===== src/rtl/gpx_pkg.sv =====
package gpx_pkg;
  localparam int BYTE_W    = 8;
  localparam int ADDR_W    = BYTE_W;
  localparam int ADDR_OUT  = 0;
  localparam int ADDR_IN   = 1;
  localparam int ADDR_DIR  = 2;
  localparam int ADDR_MASK = 3;
  localparam int ADDR_STAT = 4;
  localparam int TRIG_BASE = 5;

  typedef struct packed {
    logic              regWr;
    logic              regRd;
    logic [ADDR_W-1:0] addr;
    logic [BYTE_W-1:0] wrData;
  } strobe_t;
endpackage


===== src/rtl/gpx_ctrl.sv =====
module gpx_ctrl
  import gpx_pkg::*;
(
  input  logic              clk,
  input  logic              rstN,
  input  logic              beatValid,
  input  logic              beatStart,
  input  logic              beatEnd,
  input  logic              beatRead,
  input  logic [BYTE_W-1:0] beatData,
  output strobe_t           strobe,
  output logic              statusRdPulse
);
  logic [ADDR_W-1:0] ptrQ;
  logic              openQ;
  logic              isWr;
  logic              isRd;

  assign isWr = beatValid & ~beatRead;
  assign isRd = beatValid & beatRead;

  always_ff @(posedge clk or negedge rstN) begin
    if (!rstN) begin
      ptrQ          <= '0;
      openQ         <= 1'b0;
      statusRdPulse <= 1'b0;
    end else begin
      statusRdPulse <= isRd && (ptrQ == ADDR_W'(ADDR_STAT));
      if (isWr && beatStart) begin
        ptrQ  <= beatData;
        openQ <= ~beatEnd;
      end else if (isRd && beatStart) begin
        openQ <= 1'b0;
      end else if (beatValid && beatEnd) begin
        openQ <= 1'b0;
      end
    end
  end

  always_comb begin
    strobe.regWr  = isWr & ~beatStart & openQ;
    strobe.regRd  = isRd;
    strobe.addr   = ptrQ;
    strobe.wrData = beatData;
  end

  p_ptr_hold_r3: assert property (@(posedge clk) disable iff (!rstN)
    isRd |=> (ptrQ == $past(ptrQ)));
  p_closed_after_end_r4: assert property (@(posedge clk) disable iff (!rstN)
    (beatValid && beatEnd) |=> !strobe.regWr);
  p_pulse_from_read_r8: assert property (@(posedge clk) disable iff (!rstN)
    statusRdPulse |-> $past(strobe.regRd));
endmodule


===== src/rtl/gpx_datapath.sv =====
module gpx_datapath
  import gpx_pkg::*;
#(
  parameter int TRIG_REGS   = 4,
  parameter int SYNC_STAGES = 2
) (
  input  logic                        clk,
  input  logic                        rstN,
  input  strobe_t                     strobe,
  input  logic [BYTE_W-1:0]           padIn,
  input  logic [BYTE_W-1:0]           irqStatusIn,
  output logic [BYTE_W-1:0]           padOe,
  output logic [BYTE_W-1:0]           padOut,
  output logic [BYTE_W-1:0]           irqMask,
  output logic [TRIG_REGS*BYTE_W-1:0] trigCfg,
  output logic                        rspValid,
  output logic [BYTE_W-1:0]           rspData
);
  localparam int TIDX_W   = (TRIG_REGS > 1) ? $clog2(TRIG_REGS) : 1;
  localparam int TRIG_END = TRIG_BASE + TRIG_REGS;

  logic [BYTE_W-1:0] outQ, dirQ, maskQ, inQ;
  logic [BYTE_W-1:0] trigQ [TRIG_REGS];
  logic [BYTE_W-1:0] syncQ [SYNC_STAGES];
  logic [BYTE_W-1:0] rdMux;
  logic [ADDR_W-1:0] trigOff;

  // pin synchronizer chain
  for (genvar s = 0; s < SYNC_STAGES; s++) begin : g_sync
    always_ff @(posedge clk or negedge rstN) begin
      if (!rstN)       syncQ[s] <= '0;
      else if (s == 0) syncQ[s] <= padIn;
      else             syncQ[s] <= syncQ[(s > 0) ? s-1 : 0];
    end
  end

  always_ff @(posedge clk or negedge rstN) begin
    if (!rstN) begin
      outQ  <= '0;
      dirQ  <= '1;
      maskQ <= '0;
      inQ   <= '0;
    end else begin
      inQ <= syncQ[SYNC_STAGES-1];
      if (strobe.regWr) begin
        case (strobe.addr)
          ADDR_W'(ADDR_OUT):  outQ  <= strobe.wrData;
          ADDR_W'(ADDR_DIR):  dirQ  <= strobe.wrData;
          ADDR_W'(ADDR_MASK): maskQ <= strobe.wrData;
          default: ;
        endcase
      end
    end
  end

  for (genvar k = 0; k < TRIG_REGS; k++) begin : g_trig
    always_ff @(posedge clk or negedge rstN) begin
      if (!rstN)
        trigQ[k] <= '0;
      else if (strobe.regWr && strobe.addr == ADDR_W'(TRIG_BASE + k))
        trigQ[k] <= strobe.wrData;
    end
    assign trigCfg[k*BYTE_W +: BYTE_W] = trigQ[k];
  end

  assign trigOff = strobe.addr - ADDR_W'(TRIG_BASE);

  always_comb begin
    rdMux = '0;
    case (strobe.addr)
      ADDR_W'(ADDR_OUT):  rdMux = outQ;
      ADDR_W'(ADDR_IN):   rdMux = inQ;
      ADDR_W'(ADDR_DIR):  rdMux = dirQ;
      ADDR_W'(ADDR_MASK): rdMux = maskQ;
      ADDR_W'(ADDR_STAT): rdMux = irqStatusIn;
      default: begin
        if (strobe.addr >= ADDR_W'(TRIG_BASE) && strobe.addr < ADDR_W'(TRIG_END))
          rdMux = trigQ[trigOff[TIDX_W-1:0]];
      end
    endcase
  end

  always_ff @(posedge clk or negedge rstN) begin
    if (!rstN) begin
      rspValid <= 1'b0;
      rspData  <= '0;
    end else begin
      rspValid <= strobe.regRd;
      if (strobe.regRd) rspData <= rdMux;
    end
  end

  assign padOe   = ~dirQ;
  assign padOut  = outQ;
  assign irqMask = maskQ;

  p_dir_follow_r5: assert property (@(posedge clk) disable iff (!rstN)
    (strobe.regWr && strobe.addr == ADDR_W'(ADDR_DIR)) |=> (padOe == ~$past(strobe.wrData)));
  p_out_follow_r5: assert property (@(posedge clk) disable iff (!rstN)
    (strobe.regWr && strobe.addr == ADDR_W'(ADDR_OUT)) |=> (padOut == $past(strobe.wrData)));
  p_ro_ignored_r7: assert property (@(posedge clk) disable iff (!rstN)
    (strobe.regWr && (strobe.addr == ADDR_W'(ADDR_IN) || strobe.addr == ADDR_W'(ADDR_STAT)))
      |=> ($stable(padOe) && $stable(padOut) && $stable(irqMask) && $stable(trigCfg)));
  p_status_read_r8: assert property (@(posedge clk) disable iff (!rstN)
    (strobe.regRd && strobe.addr == ADDR_W'(ADDR_STAT)) |=> (rspData == $past(irqStatusIn)));
endmodule


===== src/rtl/gpx_regport.sv =====
module gpx_regport
  import gpx_pkg::*;
#(
  parameter int TRIG_REGS   = 4,
  parameter int SYNC_STAGES = 2
) (
  input  logic                        clk,
  input  logic                        rstN,
  input  logic                        beatValid,
  input  logic                        beatStart,
  input  logic                        beatEnd,
  input  logic                        beatRead,
  input  logic [BYTE_W-1:0]           beatData,
  output logic                        rspValid,
  output logic [BYTE_W-1:0]           rspData,
  input  logic [BYTE_W-1:0]           padIn,
  output logic [BYTE_W-1:0]           padOe,
  output logic [BYTE_W-1:0]           padOut,
  input  logic [BYTE_W-1:0]           irqStatusIn,
  output logic [BYTE_W-1:0]           irqMask,
  output logic [TRIG_REGS*BYTE_W-1:0] trigCfg,
  output logic                        statusRdPulse
);
  strobe_t strobe;

  gpx_ctrl u_ctrl (
    .clk(clk), .rstN(rstN), .beatValid(beatValid), .beatStart(beatStart),
    .beatEnd(beatEnd), .beatRead(beatRead), .beatData(beatData),
    .strobe(strobe), .statusRdPulse(statusRdPulse)
  );

  gpx_datapath #(.TRIG_REGS(TRIG_REGS), .SYNC_STAGES(SYNC_STAGES)) u_dp (
    .clk(clk), .rstN(rstN), .strobe(strobe), .padIn(padIn),
    .irqStatusIn(irqStatusIn), .padOe(padOe), .padOut(padOut),
    .irqMask(irqMask), .trigCfg(trigCfg), .rspValid(rspValid), .rspData(rspData)
  );

  p_pulse_with_rsp_r8: assert property (@(posedge clk) disable iff (!rstN)
    statusRdPulse |-> rspValid);
  p_rsp_single_r3: assert property (@(posedge clk) disable iff (!rstN)
    (rspValid && !$past(strobe.regRd)) |-> 1'b0);
endmodule


===== config.mk =====
export PLATFORM = sky130hd
export DESIGN_NAME = gpx_regport
export DESIGN_NICKNAME = d
export VERILOG_FILES = /design/src/rtl/gpx_pkg.sv /design/src/rtl/gpx_ctrl.sv /design/src/rtl/gpx_datapath.sv /design/src/rtl/gpx_regport.sv
export SDC_FILE = /design/constraint.sdc
export NUM_CORES = 1
export LEC_CHECK = 0
export ABC_CLOCK_PERIOD_IN_PS = 2600
export BUFFER_PORTS_ARGS = -buffer_cell sky130_fd_sc_hd__buf_2
export CORE_ASPECT_RATIO = 2
export CORE_MARGIN = 2
export CORE_UTILIZATION = 53
export CTS_CLUSTER_DIAMETER = 150
export DETAILED_ROUTE_END_ITERATION = 10
export PLACE_DENSITY = 0.79
export SLEW_MARGIN = 40
export SYNTH_ARGS = -nofsm -noshare
export SYNTH_HDL_FRONTEND = slang
export SYNTH_SLANG_ARGS = --single-unit
export TNS_END_PERCENT = 1

===== constraint.sdc =====
create_clock -name clk -period 2.6 [get_ports clk]
set_input_delay 0.52 -clock clk [delete_from_list [all_inputs] [get_ports clk]]
set_output_delay 0.52 -clock clk [all_outputs]
set_load 0.05 [all_outputs]

==> results.yml <==
clocking:
  cts_root_buf: "clkbuf_16"
  path_clk_slew_ns: 0.07
  clock_path_buffers: 2
  cts_resized: 0
  cts_tree: "built"
  clk_latency_ns: 0.34
  numClockSinks: 99
  cts-hold-fix-buffers: 0
  postCtsSetupRepairBufs: 0
  htree_levels: 3
  cts_buffers: 9
yosys:
  yosys-top-cells-area: "dfrtp_1 55%, mux2_2 15%, dfstp_2 5.0%"
  synth.top_cell.area_share: 0.545
  synth_top_family_by_area: "multiplexers"
  async_flop_share: 1.00
  ys_types: 32
  synth_edf_count: 0
  yosys.area.top_type: "dfrtp_1"
  avgSynthCellArea_sq_um: 14.9
  mappedNetlistArea_sq_um: 4180
  synth_adder_area_share: 0.0120
  synthXorXnorAreaFrac: 0
  synth_fp_nets: 314
  synth-main-ff-cell: "dfrtp_1"
  synth_most_common_cell: "dfrtp_1"
  ys_ff_latch: 99
  synth_cells: 280
  synth_common_cells: "91 x dfrtp_1, 56 x mux2_2, 16 x a22o_1, 16 x o211ai_1, 12 x inv_1"
  synthSimpleGateAreaFrac: 0.0458
  synth_compound_gate_area_share: 0.0944
  yosysSeqAreaShare: 0.596
  synth_mux_area_frac: 0.223
  yosysWarningCount: 0
sta:
  slew_headroom: 0.589
  finalSetupViolations: 0
  period_needed_ns: 2.06
  whs_ns: 0.183
  rsz0062_at_grt: "no"
  finalCritPeriodShare: 0.793
  setup_tns_ns: 0
  slew_viol_final: 0
  worstMarginPinSlew_ns: 0.611
  skew_ns: 0.0111
  setup_slack_ns: 0.538
  final_hold_viol_count: 0
  max_freq_ghz: 0.485
power:
  ir_drop_v: 0.000749
  power.density_nw_per_um2: 681
  power_leakage_nw: 2.55
routing:
  vias: 2845
  drt_wl_total_mm: 9.99
  remaining_drc_errors: 0
  ant_nets: 0
  initialDrtViolationCount: 246
  avgRoutedWirePerCell_microns: 20.6
  dr.pass1.iters: 5
  via_per_inst: 5.87
floorplanning:
  dieArea_sq_um: 8650
  core_area_sq_um: 7600
  start_util: 0.549
  row_count: 45
  die_y_microns: 130
  pin_count: 96
  die_x_microns: 66.8
placement:
  place_congestion: 0.813
  portBuffers: 95
  hpwl_mm: 7.24
  dp_cells: 470
  dpl-instance-area_sq_um: 4840
  pre_cts_ws_ns: 0.556
critical_path:
  worstPathRequired_ns: 2.82
  crit_type: "reg2reg"
  r2r_end: "u_dp.trigCfg[25]"
  cp_common_cell: "or4_4"
  crit_path_top_delay_cell: "or4_4"
  cp_data_arrival_time_ns: 2.28
  path_cells: "or4_4 > or4_4 > mux2_4"
  slowest_delay_ns: 0.64
  rrSetupSlack_ns: 0.54
  cp-end-kind: "flip-flop"
  timing.rr.start: "u_ctrl.ptrQ[7]"
  cp-start-kind: "flip-flop"
  r2r_cells: 3
  crit_fanout: 8
grt:
  grt_pass1_vias: 2910
  antenna_found_initial: 0
  grt_first_pass_wirelength_mm: 15.4
  grt_max_degree: 54
  track_usage: 0.252
  grt-ovfl-total: 0
final_layout:
  area_growth_pct: 22.3
  num_antenna_cells: 0
  drive_above_1_share: 0.535
  final_cell_area_sq_um: 5110
  fin_nets: 421
  fin_cells: 485
run_status:
  status: "finished clean"
min_path:
  min_path_type: "in2async"
flow_run:
  maxCapViolCount: 0
## logic make-up after synthesis
group | after synthesis
DFF | 99
muxes | 72
AOI/OAI and AO/OA | 50
buffers and inverters | 28
and+or+nand+nor | 27
adders and majority gates | 4
## cell type report
cell class / count / area [sq um]
Fill cell: 580 / 2490
Sequential cell: 99 / 2490
Multi-Input combinational cell: 153 / 1570
Timing Repair Buffer: 111 / 611
Clock buffer: 12 / 246
Tap cell: 94 / 118
Inverter: 13 / 48.8
Clock inverter: 3 / 23.8
## report_power, final
part | switching, mW | leakage (nW) | internal, mW
clock | 0.550 | 0.125 | 0.674
combinational | 0.382 | 1.16 | 0.187
sequential | 0.0607 | 1.26 | 1.62
## routing by layer
metal  wire length (microns)  track usage
met5                       0            0
met4                     371        0.139
met3                     501       0.0521
met2                    5420        0.420
met1                    3710        0.298
## per-stage QoR
step	power (mW)	utilization
after detailed placement	2.28	0.636
after CTS	3.50	0.672
after floorplan	2.07	-
after global placement	2.26	0.636
final	3.48	0.672
after global routing	3.62	0.672
## flip-flops by register name, indices dropped and copies added, names as in the netlist
register	count
u_ctrl.openQ	1
u_dp.syncQ	16
u_ctrl.statusRdPulse	1
u_dp.trigCfg	32
u_dp.dirQ	8
u_ctrl.ptrQ	8
u_dp.irqMask	8
u_dp.rspValid	1
u_dp.padOut	8
u_dp.inQ	8
u_dp.rspData	8
## worst max-delay path: cells and delay by family (launching register included)
family,cells,cell delay [ns]
AND/OR/NAND/NOR,2,1.21
flip-flops,1,0.40
multiplexers,1,0.33
## placed cells by master, fill, tap and decap left out, drive strengths merged
| cell type | Yosys | routed |
|---|---|---|
| nand4bb | 1 | 1 |
| nor4bb | 1 | 1 |
| mux2 | 64 | 64 |
| clkinv | 1 | 1 |
| nor2 | 9 | 9 |
| buf | 6 | 111 |
| clkinvlp | 0 | 2 |
| nor4 | 2 | 2 |
| dfstp | 8 | 8 |
| and4 | 1 | 1 |
| or4 | 2 | 2 |
| and3b | 1 | 1 |
| o21a | 1 | 1 |
| nor3b | 1 | 1 |
| nor2b | 1 | 1 |
| inv | 12 | 13 |
| clkbuf | 9 | 12 |
| a41oi | 8 | 8 |
| dfrtp | 91 | 91 |
| a31oi | 8 | 8 |
| o22ai | 1 | 1 |
| ha | 4 | 4 |
| o211ai | 16 | 16 |
| nand2 | 1 | 1 |
| mux4 | 8 | 8 |
| a22o | 16 | 16 |
| nand3b | 1 | 1 |
| nand4 | 5 | 5 |
| or2b | 1 | 1 |
## worst max-delay path by stage
stage / from / endpoint / slack, ns / depth (start not counted)
2_1_floorplan: u_ctrl.ptrQ[0] / u_dp.rspData[0] / 0.34 / 7
3_3_place_gp: u_ctrl.ptrQ[7] / u_dp.trigCfg[25] / 0.58 / 3
3_5_place_dp: u_ctrl.ptrQ[7] / u_dp.trigCfg[28] / 0.56 / 3
4_1_cts: u_ctrl.ptrQ[7] / u_dp.trigCfg[25] / 0.54 / 3
5_1_grt: u_ctrl.ptrQ[7] / u_dp.irqMask[3] / 0.49 / 4
6_report: u_ctrl.ptrQ[7] / u_dp.trigCfg[25] / 0.54 / 3
No activity file was read; power rests on OpenSTA's default activity.
